`src/rtl/vfdc_pkg.sv`:
```
package vfdc_pkg;

  typedef enum logic [1:0] {
    PH_IDLE = 2'd0,
    PH_VOLT = 2'd1,
    PH_FREQ = 2'd2
  } phase_e;

  localparam logic KIND_STEP = 1'b0;
  localparam logic KIND_FREQ = 1'b1;

  // highest speed level permitted at supply level v
  function automatic int unsigned fmax_of(input int unsigned v,
                                          input int unsigned nv,
                                          input int unsigned nf);
    return ((v + 1) * nf) / nv - 1;
  endfunction

endpackage

```
`src/rtl/vfdc_req_decode.sv`:
```
module vfdc_req_decode
  import vfdc_pkg::*;
#(
  parameter int unsigned N_DOM    = 6,
  parameter int unsigned TPD      = 4,
  parameter int unsigned V_LEVELS = 4,
  parameter int unsigned F_LEVELS = 8,
  localparam int unsigned N_TILE  = N_DOM * TPD,
  localparam int unsigned TW      = $clog2(N_TILE),
  localparam int unsigned VW      = $clog2(V_LEVELS),
  localparam int unsigned FW      = $clog2(F_LEVELS),
  localparam int unsigned SW      = (TPD > 1) ? $clog2(TPD) : 1
) (
  input  logic                  clk_i,
  input  logic                  rst_ni,
  input  logic                  req_valid_i,
  input  logic                  req_kind_i,
  input  logic                  req_up_i,
  input  logic [TW-1:0]         req_src_i,
  input  logic [TW-1:0]         req_tile_i,
  input  logic [FW-1:0]         req_freq_i,
  input  logic [N_DOM*VW-1:0]   volt_i,
  input  logic [N_DOM-1:0]      busy_i,
  output logic [N_DOM-1:0]      start_o,
  output logic [SW-1:0]         sub_o,
  output logic [FW-1:0]         flvl_o,
  output logic                  err_o,
  output logic                  warn_o
);

  logic              tile_ok, master_ok, range_ok, accept, over;
  int unsigned       dom_idx;
  logic [VW-1:0]     cur_v;
  logic [FW-1:0]     lim;

  always_comb begin
    tile_ok   = 32'(req_tile_i) < N_TILE;
    dom_idx   = tile_ok ? 32'(req_tile_i) / TPD : 0;
    sub_o     = SW'(32'(req_tile_i) % TPD);
    cur_v     = volt_i[dom_idx*VW +: VW];
    lim       = FW'(fmax_of(32'(cur_v), V_LEVELS, F_LEVELS));
    master_ok = 32'(req_src_i) == dom_idx * TPD;
    range_ok  = req_up_i ? (cur_v != VW'(V_LEVELS - 1)) : (cur_v != '0);
    accept    = req_valid_i && tile_ok && !busy_i[dom_idx] &&
                (req_kind_i == KIND_FREQ || (master_ok && range_ok));
    over      = req_freq_i > lim;
    flvl_o    = over ? lim : req_freq_i;
    err_o     = req_valid_i && !accept;
    warn_o    = accept && (req_kind_i == KIND_FREQ) && over;
    for (int d = 0; d < N_DOM; d++) start_o[d] = accept && (dom_idx == d);
  end


  warn_clamp_chk: assert property (@(posedge clk_i) disable iff (!rst_ni)
    warn_o |-> (flvl_o < req_freq_i));


  start_onehot_chk: assert property (@(posedge clk_i) disable iff (!rst_ni)
    $onehot0(start_o));


  err_no_start_chk: assert property (@(posedge clk_i) disable iff (!rst_ni)
    err_o |-> (start_o == '0));

endmodule

```
`src/rtl/vfdc_domain.sv`:
```
module vfdc_domain
  import vfdc_pkg::*;
#(
  parameter int unsigned TPD      = 4,
  parameter int unsigned V_LEVELS = 4,
  parameter int unsigned F_LEVELS = 8,
  parameter int unsigned CW       = 20,
  parameter int unsigned F_SETTLE = 3,
  localparam int unsigned VW      = $clog2(V_LEVELS),
  localparam int unsigned FW      = $clog2(F_LEVELS),
  localparam int unsigned SW      = (TPD > 1) ? $clog2(TPD) : 1
) (
  input  logic               clk_i,
  input  logic               rst_ni,
  input  logic               start_i,
  input  logic               kind_i,
  input  logic               up_i,
  input  logic [SW-1:0]      sub_i,
  input  logic [FW-1:0]      flvl_i,
  input  logic [CW-1:0]      settle_i,
  output logic [VW-1:0]      volt_o,
  output logic [TPD*FW-1:0]  freq_o,
  output logic               busy_o,
  output logic               done_o
);

  phase_e          phase_q;
  logic            up_q, kind_q, done_q;
  logic [CW-1:0]   cnt_q, settle_q;
  logic [VW-1:0]   vlvl_q;
  logic [FW-1:0]   freq_q [TPD];

  function automatic logic [FW-1:0] lim_at(input logic [VW-1:0] v);
    return FW'(fmax_of(32'(v), V_LEVELS, F_LEVELS));
  endfunction

  always_ff @(posedge clk_i or negedge rst_ni) begin
    if (!rst_ni) begin
      phase_q  <= PH_IDLE;
      up_q     <= 1'b0;
      kind_q   <= KIND_STEP;
      done_q   <= 1'b0;
      cnt_q    <= '0;
      settle_q <= '0;
      vlvl_q   <= '0;
      for (int t = 0; t < TPD; t++) freq_q[t] <= lim_at('0);
    end else begin
      done_q <= 1'b0;
      unique case (phase_q)
        PH_IDLE: if (start_i) begin
          kind_q   <= kind_i;
          up_q     <= up_i;
          settle_q <= settle_i;
          if (kind_i == KIND_FREQ) begin
            freq_q[sub_i] <= flvl_i;
            cnt_q         <= CW'(F_SETTLE);
            phase_q       <= PH_FREQ;
          end else if (up_i) begin
            // supply leads on the way up
            vlvl_q  <= vlvl_q + 1'b1;
            cnt_q   <= settle_i;
            phase_q <= PH_VOLT;
          end else begin
            // speed leads on the way down
            for (int t = 0; t < TPD; t++) freq_q[t] <= lim_at(VW'(vlvl_q - 1'b1));
            cnt_q   <= CW'(F_SETTLE);
            phase_q <= PH_FREQ;
          end
        end
        PH_VOLT: begin
          if (cnt_q != '0) begin
            cnt_q <= cnt_q - 1'b1;
          end else if (up_q) begin
            for (int t = 0; t < TPD; t++) freq_q[t] <= lim_at(vlvl_q);
            cnt_q   <= CW'(F_SETTLE);
            phase_q <= PH_FREQ;
          end else begin
            phase_q <= PH_IDLE;
            done_q  <= 1'b1;
          end
        end
        PH_FREQ: begin
          if (cnt_q != '0) begin
            cnt_q <= cnt_q - 1'b1;
          end else if (kind_q == KIND_STEP && !up_q) begin
            vlvl_q  <= vlvl_q - 1'b1;
            cnt_q   <= settle_q;
            phase_q <= PH_VOLT;
          end else begin
            phase_q <= PH_IDLE;
            done_q  <= 1'b1;
          end
        end
        default: phase_q <= PH_IDLE;
      endcase
    end
  end

  assign volt_o = vlvl_q;
  assign busy_o = phase_q != PH_IDLE;
  assign done_o = done_q;

  for (genvar t = 0; t < TPD; t++) begin : g_tile
    assign freq_o[t*FW +: FW] = freq_q[t];


    freq_limit_chk: assert property (@(posedge clk_i) disable iff (!rst_ni)
      freq_q[t] <= lim_at(vlvl_q));


    up_order_chk: assert property (@(posedge clk_i) disable iff (!rst_ni)
      (phase_q == PH_VOLT && up_q && cnt_q != '0) |=> $stable(freq_q[t]));
  end


  volt_step_chk: assert property (@(posedge clk_i) disable iff (!rst_ni)
    (vlvl_q != $past(vlvl_q)) |->
      ((vlvl_q == VW'($past(vlvl_q) + 1'b1)) || (VW'(vlvl_q + 1'b1) == $past(vlvl_q))));


  start_idle_chk: assert property (@(posedge clk_i) disable iff (!rst_ni)
    start_i |-> (phase_q == PH_IDLE));


  done_pulse_chk: assert property (@(posedge clk_i) disable iff (!rst_ni)
    done_q |=> !done_q);


  freq_only_volt_chk: assert property (@(posedge clk_i) disable iff (!rst_ni)
    (phase_q == PH_FREQ && kind_q == KIND_FREQ) |=> $stable(vlvl_q));

endmodule

```
`src/rtl/vfdc_top.sv`:
```
module vfdc_top
  import vfdc_pkg::*;
#(
  parameter int unsigned N_DOM    = 6,
  parameter int unsigned TPD      = 4,
  parameter int unsigned V_LEVELS = 4,
  parameter int unsigned F_LEVELS = 8,
  parameter int unsigned CW       = 20,
  parameter int unsigned F_SETTLE = 3,
  localparam int unsigned N_TILE  = N_DOM * TPD,
  localparam int unsigned TW      = $clog2(N_TILE),
  localparam int unsigned VW      = $clog2(V_LEVELS),
  localparam int unsigned FW      = $clog2(F_LEVELS),
  localparam int unsigned SW      = (TPD > 1) ? $clog2(TPD) : 1
) (
  input  logic                 clk_i,
  input  logic                 rst_ni,
  input  logic [CW-1:0]        settle_cycles_i,
  input  logic                 req_valid_i,
  input  logic                 req_kind_i,
  input  logic                 req_up_i,
  input  logic [TW-1:0]        req_src_i,
  input  logic [TW-1:0]        req_tile_i,
  input  logic [FW-1:0]        req_freq_i,
  output logic                 rsp_err_o,
  output logic                 rsp_warn_o,
  output logic [N_DOM-1:0]     busy_o,
  output logic [N_DOM-1:0]     done_o,
  output logic [N_DOM*VW-1:0]  volt_lvl_o,
  output logic [N_TILE*FW-1:0] freq_lvl_o
);

  logic [N_DOM-1:0] start;
  logic [SW-1:0]    sub;
  logic [FW-1:0]    flvl;
  logic             err, warn;

  vfdc_req_decode #(
    .N_DOM(N_DOM), .TPD(TPD), .V_LEVELS(V_LEVELS), .F_LEVELS(F_LEVELS)
  ) u_decode (
    .clk_i       (clk_i),
    .rst_ni      (rst_ni),
    .req_valid_i (req_valid_i),
    .req_kind_i  (req_kind_i),
    .req_up_i    (req_up_i),
    .req_src_i   (req_src_i),
    .req_tile_i  (req_tile_i),
    .req_freq_i  (req_freq_i),
    .volt_i      (volt_lvl_o),
    .busy_i      (busy_o),
    .start_o     (start),
    .sub_o       (sub),
    .flvl_o      (flvl),
    .err_o       (err),
    .warn_o      (warn)
  );

  for (genvar d = 0; d < N_DOM; d++) begin : g_dom
    vfdc_domain #(
      .TPD(TPD), .V_LEVELS(V_LEVELS), .F_LEVELS(F_LEVELS),
      .CW(CW), .F_SETTLE(F_SETTLE)
    ) u_dom (
      .clk_i    (clk_i),
      .rst_ni   (rst_ni),
      .start_i  (start[d]),
      .kind_i   (req_kind_i),
      .up_i     (req_up_i),
      .sub_i    (sub),
      .flvl_i   (flvl),
      .settle_i (settle_cycles_i),
      .volt_o   (volt_lvl_o[d*VW +: VW]),
      .freq_o   (freq_lvl_o[d*TPD*FW +: TPD*FW]),
      .busy_o   (busy_o[d]),
      .done_o   (done_o[d])
    );
  end

  always_ff @(posedge clk_i or negedge rst_ni) begin
    if (!rst_ni) begin
      rsp_err_o  <= 1'b0;
      rsp_warn_o <= 1'b0;
    end else begin
      rsp_err_o  <= err;
      rsp_warn_o <= warn;
    end
  end


  warn_err_excl_chk: assert property (@(posedge clk_i) disable iff (!rst_ni)
    !(rsp_err_o && rsp_warn_o));

endmodule

```
`config.mk`:
```
export PLATFORM = sky130hd
export DESIGN_NAME = vfdc_top
export DESIGN_NICKNAME = d
export VERILOG_FILES = /design/src/rtl/vfdc_pkg.sv /design/src/rtl/vfdc_req_decode.sv /design/src/rtl/vfdc_domain.sv /design/src/rtl/vfdc_top.sv
export SDC_FILE = /design/constraint.sdc
export NUM_CORES = 1
export LEC_CHECK = 0
export BUFFER_PORTS_ARGS = -buffer_cell sky130_fd_sc_hd__buf_2
export CORE_AREA = 4 4 284 174
export CTS_CLUSTER_SIZE = 12
export DETAILED_ROUTE_END_ITERATION = 6
export DIE_AREA = 0 0 288 178
export MAX_ROUTING_LAYER = met4
export PLACE_DENSITY = 0.72
export SYNTH_ARGS = -nofsm -noshare
export SYNTH_HDL_FRONTEND = slang
export SYNTH_SLANG_ARGS = --single-unit
```
`constraint.sdc`:
```
create_clock -name clk_i -period 8.9 [get_ports clk_i]
set_clock_uncertainty 0.05 [all_clocks]
set_input_delay 1.335 -clock clk_i [delete_from_list [all_inputs] [get_ports clk_i]]
set_output_delay 1.335 -clock clk_i [all_outputs]
set_load 0.05 [all_outputs]
```
; ---- Word-level counts from Yosys, hierarchy flattened
; Cells that the tools add are included.
[word_totals]
reg_bits = 356
in_bits = 38
output_inout_bits = 98
wordCells = 492
[op_classes]
add_sub_neg = 44
n_lt_le_gt_ge = 5
n_eq_ne = 79
shifts = 1
mux = 191
n_bitwise = 7
n_reduce_logical = 97
[ops]
columns = operator, count
row1 = $mux W20, 32
row2 = $mux W12, 30
row3 = $pmux W20 S3, 6
row4 = $pmux W12 S2, 6
row5 = $reduce_bool A20 Y1, 6
row6 = $sub A20 B1 Y20 const B, 6
row7 = $mux W2, 56
row8 = $bwmux W12, 6
row9 = $eq A32 B2 Y1 const B, 2
row10 = $eq A32 B3 Y1 const B, 2
row11 = $ne A2 B2 Y1 const B, 25
row12 = $sub A3 B1 Y3 const B, 13
row13 = $add A2 B1 Y2 const B, 19
row14 = $reduce_bool A2 Y1, 19
row15 = $ne A2 B1 Y1 const B, 18
row16 = $ne A3 B1 Y1 const B, 12
row17 = $pmux W2 S3, 6
row18 = $reduce_and A6 Y1, 6
row19 = $shiftx A12 B33 Y2, 1
row20 = $eq A32 B1 Y1 const B, 1
row21 = $eq A5 B32 Y1, 1
row22 = $logic_not A32 Y1, 1
row23 = $lt A32 B4 Y1 const B, 1
row24 = $mux W1, 32
row25 = 24 further kinds, 117

; ---- Longest topological paths before layout
; Gate-level depths: netlist (run 1).
[logic_depth]
ltp_word = 11
mapped_depth = 17
depth_no_buf = 14

; ---- Hierarchy
; A second synthesis (run 1) with hierarchy kept.
[hier_totals]
hier_cells = 2230
area_unflattened_um2 = 21553.2
[by_module_without_submodules]
columns = module, n_inst, cells_per_inst, area_per_inst_um2, seq_area_each_um2
row1 = vfdc_domain (g_dom[0].u_dom ...), 4, 366, 3510.9, 1481.4
row2 = vfdc_domain (g_dom[5].u_dom), 1, 357, 3558.4, 1481.4
row3 = vfdc_domain (g_dom[1].u_dom), 1, 344, 3412.0, 1481.4
row4 = vfdc_req_decode, 1, 63, 489.2, 0.0
row5 = vfdc_top, 1, 2, 50.0, 50.0

; ---- Worst setup path after synthesis (run 1)
; OpenSTA, ideal clock, no wires.
[synth_timing]
path_kind = in2reg
from = input req_tile_i[2]
to = register g_dom[2].u_dom.freq_q, in the netlist g_dom[2].u_dom.freq_o[4]
setup_ns = 0.144
arrival_ns = 4.766
t_required_ns = 8.706
setup_slack_ns = 3.940
path_stages = 15
n_path_buf = 3
cell_sequence = buf_2 buf_2 mux4_2 mux2_2 inv_1 ha_1 xor2_1 inv_1 ha_1 a21oi_1 a31oi_1 mux2_2 clkbuf_1 o21ai_0 a2bb2oi_1
[synth_between]
elab_chain_cells = 11
word_cells_on_any_way = 27
cone_classes = 2 x add/sub / 2 x order compare / 4 x eq/ne / 1 x shift / 9 x mux / 9 x reduce/logical
[synth_rtl]
columns = element, line_no
row1 = "start, declared", vfdc_top.sv:23  ; input logic [TW-1:0] req_tile_i,
row2 = $lt A5 B5 Y1, vfdc_req_decode.sv:37  ; tile_ok = 32'(req_tile_i) < N_TILE;
row3 = $mux W3, vfdc_req_decode.sv:38  ; dom_idx = tile_ok ? 32'(req_tile_i) / TPD : 0;
row4 = $shiftx A12 B33 Y2, vfdc_req_decode.sv:40  ; cur_v = volt_i[dom_idx*VW +: VW];
row5 = "$add A2 B1 Y2, or another cell as far along", vfdc_pkg.sv:16  ; return ((v + 1) * nf) / nv - 1;
row6 = $sub A3 B1 Y3 / $mux W1 (equally long branches), "vfdc_pkg.sv:16, vfdc_req_decode.sv:43"
row7 = $gt A3 B3 Y1 / $logic_and A1 B1 Y1 (equally long branches), "vfdc_req_decode.sv:46, vfdc_req_decode.sv:45"
row8 = $mux W3 / $logic_or A1 B1 Y1 (equally long branches), "vfdc_req_decode.sv:47, vfdc_req_decode.sv:45"
row9 = $bwmux W12 / $logic_and A1 B1 Y1 (equally long branches), "vfdc_domain.sv:55, vfdc_req_decode.sv:44"
row10 = $mux W12 / $logic_and A1 B1 Y1 (equally long branches), "vfdc_domain.sv:54, vfdc_req_decode.sv:50"
row11 = $mux W12 / $ne A2 B1 Y1 (equally long branches), --
row12 = $pmux W12 S2 / $reduce_and A5 Y1 (equally long branches), --
row13 = "end signal, assigned by index", vfdc_domain.sv:55  ; freq_q[sub_i] <= flvl_i;
row14 = "end, declared", vfdc_domain.sv:31  ; logic [FW-1:0] freq_q [TPD];
; Parallel ways exist; a longest one is shown, timed or not. The select of a mux whose other input is x is not followed.
; A chain may end at the register's enable or synchronous reset.

; ---- Final worst setup path (run 1)
[layout_timing]
from = input req_tile_i[2]
to = register g_dom[4].u_dom.freq_q, in the netlist g_dom[4].u_dom.freq_o[3]
[layout_between]
elab_chain_cells = 11
word_cells_on_any_way = 27
cone_classes = 2 x add/sub / 2 x order compare / 4 x eq/ne / 1 x shift / 9 x mux / 9 x reduce/logical
[layout_rtl]
columns = element, line_no
row1 = $lt A5 B5 Y1, vfdc_req_decode.sv:37
row2 = $mux W3, vfdc_req_decode.sv:38
row3 = $shiftx A12 B33 Y2, vfdc_req_decode.sv:40
row4 = "$add A2 B1 Y2, or another cell as far along", vfdc_pkg.sv:16
row5 = $sub A3 B1 Y3 / $mux W1 (equally long branches), "vfdc_pkg.sv:16, vfdc_req_decode.sv:43"
row6 = $gt A3 B3 Y1 / $logic_and A1 B1 Y1 (equally long branches), "vfdc_req_decode.sv:46, vfdc_req_decode.sv:45"
row7 = $mux W3 / $logic_or A1 B1 Y1 (equally long branches), "vfdc_req_decode.sv:47, vfdc_req_decode.sv:45"
row8 = $bwmux W12 / $logic_and A1 B1 Y1 (equally long branches), "vfdc_domain.sv:55, vfdc_req_decode.sv:44"
row9 = $mux W12 / $logic_and A1 B1 Y1 (equally long branches), "vfdc_domain.sv:54, vfdc_req_decode.sv:50"
row10 = $mux W12 / $ne A2 B1 Y1 (equally long branches), --
row11 = $pmux W12 S2 / $reduce_and A5 Y1 (equally long branches), --
row12 = "end signal, assigned by index", vfdc_domain.sv:55
row13 = "end, declared", vfdc_domain.sv:31
; Parallel ways exist; a longest one is shown, timed or not. The select of a mux whose other input is x is not followed.

==> results.md, run 1 <==
- Routed Antenna Nets: 0
- Maximum clock path buffer count: 3
- Period utilization: 61.3%
- First-pass GRT wire length: 106 mm
- Total number of vias: between 15000 and 20000
- Synth Instances: 2193
- RSZ-0062 raised after global routing: no
- FF+latch count, synth: 356
- CTS Root Cell: clkbuf_16
- CORE AREA: 46400 µm²
- CP max FO: 19
- Period minus WS final: 5.46 ns
- Cell area after layout: 23000 µm²
- Status: complete, no violations
- Final Power: around 9.6 mW
- Chip Width: 288 µm
- CTS tree: built
- Final HPWL DP: 48.8 mm
- Post_cts resized: 0
- Setup bufs post-CTS: 0
- CTS H-tree depth: 2
- CP endpoint kind: register
- Crit Path Class: in -> reg
- Post-synthesis sequential area ratio: between 40% and 50%
- DR WL/cell: 24.2 µm
- Grt total ovfl: 0
- Crit-path max cell delay: 0.80 ns
- TritonCTS buffer count: 37
- Worst vdd ir: 0.223 mV
- Avg Inst Size Synth: 9.53 µm²
- Post-layout util: about half
- Leak: slightly below 10 nW
- Initial DRC count: around 2100
- Syn Nets: between 2000 and 2500
- Synth async-reset ratio: 100%
- Row Count: 61
- # nets final: 2300
- Crit path cell chain: buf_2 -> mux2_2 -> mux4_2 -> inv_1 -> ha_1 -> xor2_1 -> inv_1 -> ha_1 -> a21oi_1 -> a31oi_1 -> buf_4 -> a2111oi_2 -> nand3_1 -> o22a_1
- Max Slew Vio Count: 0
- Fmax: 0.183 GHz
- Setup Viol. Count Final: 0
- Post-synth EDFFs: 0
- Crit path max-delay cell type: a2111oi_2
- Worst Tran Pin Value: 1.33 ns
- Clock Latency Late Sink: 0.55 ns
- Vias per cell: 6.48
- Die Y: 178 µm
- Place WS: 3.08 ns
- Top-level I/O count: approximately 140
- Ys flop type: dfrtp_1
- DR DRC count: 0
- Proportion of layout cells with a drive suffix above 1: about a fifth
- Mapped Area: ~21000 µm²
- Max Cap Violations: 0
- CTS clk-pin slew, worst paths: 0.06 ns
- Max-slew headroom: between 10% and 20%
- Initial antenna violation count: 8
- Setup ws final: roughly 3.4 ns
- Worst Path Required: 9.31 ns
- Tot GR Track Use: 27.2%
- TritonCTS Sinks: 356
- Gpl congestion: 0.977
- IO buf count: roughly 140
- Crit path launch type: primary input
- CP arrival: between 5 and 6 ns
- Dpl cell area: 21900 µm²
- Pin count of the biggest net entering global routing: 171
- Area grow syn2layout: 10.2%
- DIE AREA: 51300 µm²
- Setup total negative slack: 0 ns
- Vias in the first global route: 17550
- Distinct cells, synth: 94
- Hold Fails Final Rpt: 0
- Initial Util: between 40% and 50%
- First-pass iteration count of the detailed router: 6
- Hold-fix buffers at CTS: 0
- Synth warn: 0
- Hold crit path type: reg -> reg
- Total Wirelength: 69.6 mm
- PwrDens: 419 nW/µm²
## cell type report
cell class              count  area [µm²]
fillers                  4288       23400
inverters                  64         240
multi-input cells        1603       11000
diodes                      1        2.50
repair buffers            165         923
well taps                 630         788
clock buffers              57        1080
flip-flops and latches    356        8940
clock inverters             3        25.0
## per-layer routing
layer  track usage (%)  part of all wire [%]
met1              40.1                    44
met2              37.5                    41
met3              7.52                    12
met4              5.41                   1.9
met5                 -                     0
## Yosys cell counts, types with 35 or more instances
| library cell | count | share of area (%) |
|---|---|---|
| nor2_1 | 198 | 3.6 |
| dfrtp_1 | 332 | 40 |
| a21oi_1 | 85 | 2.0 |
| mux2_2 | 172 | 9.3 |
| ha_1 | 35 | 2.1 |
| a221oi_1 | 56 | 2.3 |
| clkbuf_1 | 108 | 1.9 |
| xnor2_1 | 39 | 1.6 |
| inv_1 | 63 | 1.1 |
| o21ai_0 | 138 | 3.3 |
| o31ai_1 | 71 | 2.6 |
| nor3_1 | 65 | 1.6 |
| nand2_1 | 205 | 3.7 |
## registers in the layout (all words and copies together) (netlist names)
register	flops
g_dom.u_dom.cnt_q	120
g_dom.u_dom.freq_o	72
rsp_err_o	1
g_dom.u_dom.done_o	6
g_dom.u_dom.settle_q	120
g_dom.u_dom.phase_q	12
rsp_warn_o	1
g_dom.u_dom.up_q	6
g_dom.u_dom.volt_o	12
g_dom.u_dom.kind_q	6
## per-stage QoR
| stage | std cells | hold slack, ns |
|---|---|---|
| 2_1_floorplan | 2193 | 0.404 |
| 3_3_place_gp | 2818 | 0.399 |
| 3_5_place_dp | 2818 | 0.400 |
| 4_1_cts | 2878 | 0.409 |
| 5_1_grt | 2878 | 0.433 |
| 6_report | 2879 | 0.411 |
## where the power goes
group	switching (mW)	internal, mW	total [mW]	leakage [nW]
Clock	0.663	0.836	1.50	0.540
Sequential	0.661	2.32	2.98	4.46
Combinational	3.33	1.83	5.16	4.76
Total	4.65	4.99	9.64	9.76
## cell families (layout without fill, tap and decap cells)
family	count (synthesis)	count (layout)	share of synthesized area [%]
AOI/OAI and AO/OA	630	630	21.3
xor gates and xnor gates	68	68	2.85
adders and majority gates	35	35	2.10
buffers and inverters	234	289	4.89
DFF	356	356	42.8
muxes	183	183	9.92
other	0	1	0
and+or+nand+nor	687	687	16.1
## critical path, delay by kind of cell
family	cells	cell delay, ns
XOR/XNOR	1	0.50
multiplexers	2	0.90
AO/OA/AOI/OAI	4	1.37
AND/OR/NAND/NOR	1	0.32
adder cells (fa/ha/maj)	2	0.60
buffers and inverters	4	0.84
## path summary, 6_finish.rpt
check / start / end / slack (ns) / depth (start not counted)
max: req_tile_i[2] / g_dom[4].u_dom.freq_o[3] / 3.44 / 14
min: g_dom[3].u_dom.freq_o[6] / g_dom[3].u_dom.freq_o[6] / 0.41 / 2
max reg2reg: g_dom[4].u_dom.volt_o[0] / g_dom[4].u_dom.freq_o[3] / 4.03 / 13
min reg2reg: g_dom[3].u_dom.freq_o[6] / g_dom[3].u_dom.freq_o[6] / 0.41 / 2
max in group asynchronous: rst_ni / g_dom[1].u_dom.settle_q[18] / 6.38 / 2
min in group asynchronous: rst_ni / g_dom[0].u_dom.cnt_q[4] / 0.84 / 1
## placed cells by master (no fill, tap or decap), types with 35 or more instances in the layout
master	n
mux2_2	172
nand2_1	205
inv_1	63
nor3_1	65
o31ai_1	70
buf_2	134
nor2_1	198
clkbuf_16	39
a21oi_1	85
ha_1	35
a221oi_1	56
dfrtp_1	332
xnor2_1	39
o21ai_0	138
(Power assumes the default switching activity.)
==> run 2: changes to the inputs <==
Clock period 8.9 ns to 5.6 ns, I/O delays scaled along.
==> run 2 against run 1 <==
Compared with the run above:
- cell area rose by 0.37%
- first-iteration DRC count fell by 5.3%
- setup slack got worse by 2.6 ns
- clock power rose by 55%
- die area did not move
- routed wire length rose by 0.49%
- cell count rose by 0.42%
- via count rose by 0.42%
- critical path type unchanged
==> results.md, run 2 (synthesis results as in run 1) <==
- Status: complete, no violations
- DIE AREA: 51300 µm²
- Worst Path Required: 5.97 ns
- Vias per cell: 6.48
- Final HPWL DP: 50.3 mm
- Setup total negative slack: 0 ns
- Tot GR Track Use: between 20% and 30%
- PwrDens: 661 nW/µm²
- TritonCTS Sinks: 356
- Maximum clock path buffer count: 3
- Leak: 9.82 nW
- Die Y: 178 µm
- Most frequent cells in the layout: 332 x dfrtp_1, 205 x nand2_1, 198 x nor2_1
- CP most frequent cell: mux2_2
- Total Wirelength: 69.9 mm
- Vias in the first global route: 17642
- CTS tree: built
- Most common cell after layout, fill and taps aside: dfrtp_1
- Top Family by Delay on Critical Path: multiplexers
- Max-slew headroom: 13.0%
- DR DRC count: 0
- ANT cells: 0
- Routed Antenna Nets: 0
- Max Slew Vio Count: 0
- Initial DRC count: 2005
- TritonCTS buffer count: 36
- CP max FO: 21
- Setup Viol. Count Final: 0
- Worst vdd ir: approximately 0.31 mV
- Post_cts resized: 0
- CTS H-tree depth: 2
- Buf/Inv on CP: 4
- Top-level I/O count: 136
- Initial Util: 45.0%
- First-pass iteration count of the detailed router: 6
- Setup bufs post-CTS: 0
- First-pass GRT wire length: between 100 and 150 mm
- Crit path max-delay cell type: mux2_2
- Hold-fix buffers at CTS: 0
- Row Count: 61
- # nets final: 2317
- Crit path launch type: primary input
- Max Cap Violations: 0
- Crit Path Class: in -> reg
- CTS clk-pin slew, worst paths: 0.06 ns
- Clock Latency Late Sink: 0.54 ns
- Period minus WS final: 4.77 ns
- CP endpoint kind: register
- IO buf count: approximately 140
- Chip Width: between 200 and 300 µm
- Area grow syn2layout: 10.6%
- Hold Fails Final Rpt: 0
- Hold crit path type: in -> async
- Final Power: 15.3 mW
- Initial antenna violation count: 4
- Period utilization: 85.3%
- Crit-path max cell delay: a little over 0.6 ns
- Worst Tran Pin Value: 1.30 ns
- CORE AREA: 46400 µm²
- Fmax: 0.209 GHz
- Gpl congestion: roughly 1
- Proportion of layout cells with a drive suffix above 1: between 20% and 30%
- Grt total ovfl: 0
- Total number of vias: between 15000 and 20000
- CP arrival: 5.15 ns
- Crit path cell chain: buf_2 -> mux2_2 -> mux4_2 -> inv_1 -> ha_1 -> xor2_1 -> buf_4 -> inv_1 -> ha_1 -> a21oi_1 -> a31oi_1 -> mux2_2 -> nand2_1 -> o21ai_0 -> mux2_2
- CTS Root Cell: clkbuf_16
- DR WL/cell: 24.2 µm
- RSZ-0062 raised after global routing: no
- Pin count of the biggest net entering global routing: 115
run 2: layer usage:
metal / vias to the layer above / part of all wire [%] / GRT usage, %
met5: - / 0 / -
met4: 0 / 2.2 / 6.44
met3: 121 / 13 / 7.91
met2: 1017 / 41 / 36.2
met1: 9364 / 44 / 41.3
li1: 8227 / - / -
run 2: final cells by class:
cell class	count	area, µm²
well taps	630	788
multi-input cells	1603	11000
fillers	4278	23300
clock inverters	1	30.0
repair buffers	183	1070
inverters	64	240
clock buffers	54	1020
flip-flops and latches	356	8940
run 2: path summary, 6_finish.rpt:
kind / startpoint / end / slack (ns) / cells after the start
worst max register to register: g_dom[4].u_dom.volt_o[0] / g_dom[5].u_dom.freq_o[10] / 0.90 / 14
worst max-delay path: req_tile_i[2] / g_dom[5].u_dom.freq_o[10] / 0.83 / 15
min in group clk_i: g_dom[3].u_dom.freq_o[9] / g_dom[3].u_dom.freq_o[9] / 0.41 / 2
worst min register to register: g_dom[3].u_dom.freq_o[9] / g_dom[3].u_dom.freq_o[9] / 0.41 / 2
max in group asynchronous: rst_ni / g_dom[5].u_dom.settle_q[9] / 4.04 / 2
worst min-delay path: rst_ni / g_dom[0].u_dom.cnt_q[5] / 0.27 / 1
run 2: worst register-to-register path, stage by stage, from the launching register on:
cell	delay (ns)
dfrtp_1	0.59
mux2_2	0.36
mux4_2	0.54
inv_1	0.14
ha_1	0.27
xor2_1	0.20
buf_4	0.19
inv_1	0.10
ha_1	0.33
a21oi_1	0.10
a31oi_1	0.47
mux2_2	0.61
nand2_1	0.24
o21ai_0	0.13
mux2_2	0.30
run 2: stage by stage:
stage	utilization, %	instance area (µm²)	cells	setup WS, ns	hold WS, ns
floorplan	-	20900	2193	1.13	0.404
global placement	47.6	22100	2836	0.662	0.399
detailed placement	47.6	22100	2836	0.443	0.405
CTS	49.8	23100	2891	0.975	0.280
global route	49.8	23100	2891	0.721	0.306
finish	49.8	23100	2891	0.825	0.273
run 2: report_power, final:
group | leakage (nW) | internal, mW | switching, mW
clock network | 0.508 | 1.29 | 1.02
logic | 4.85 | 2.96 | 5.27
registers | 4.46 | 3.69 | 1.06
total | 9.82 | 7.94 | 7.35
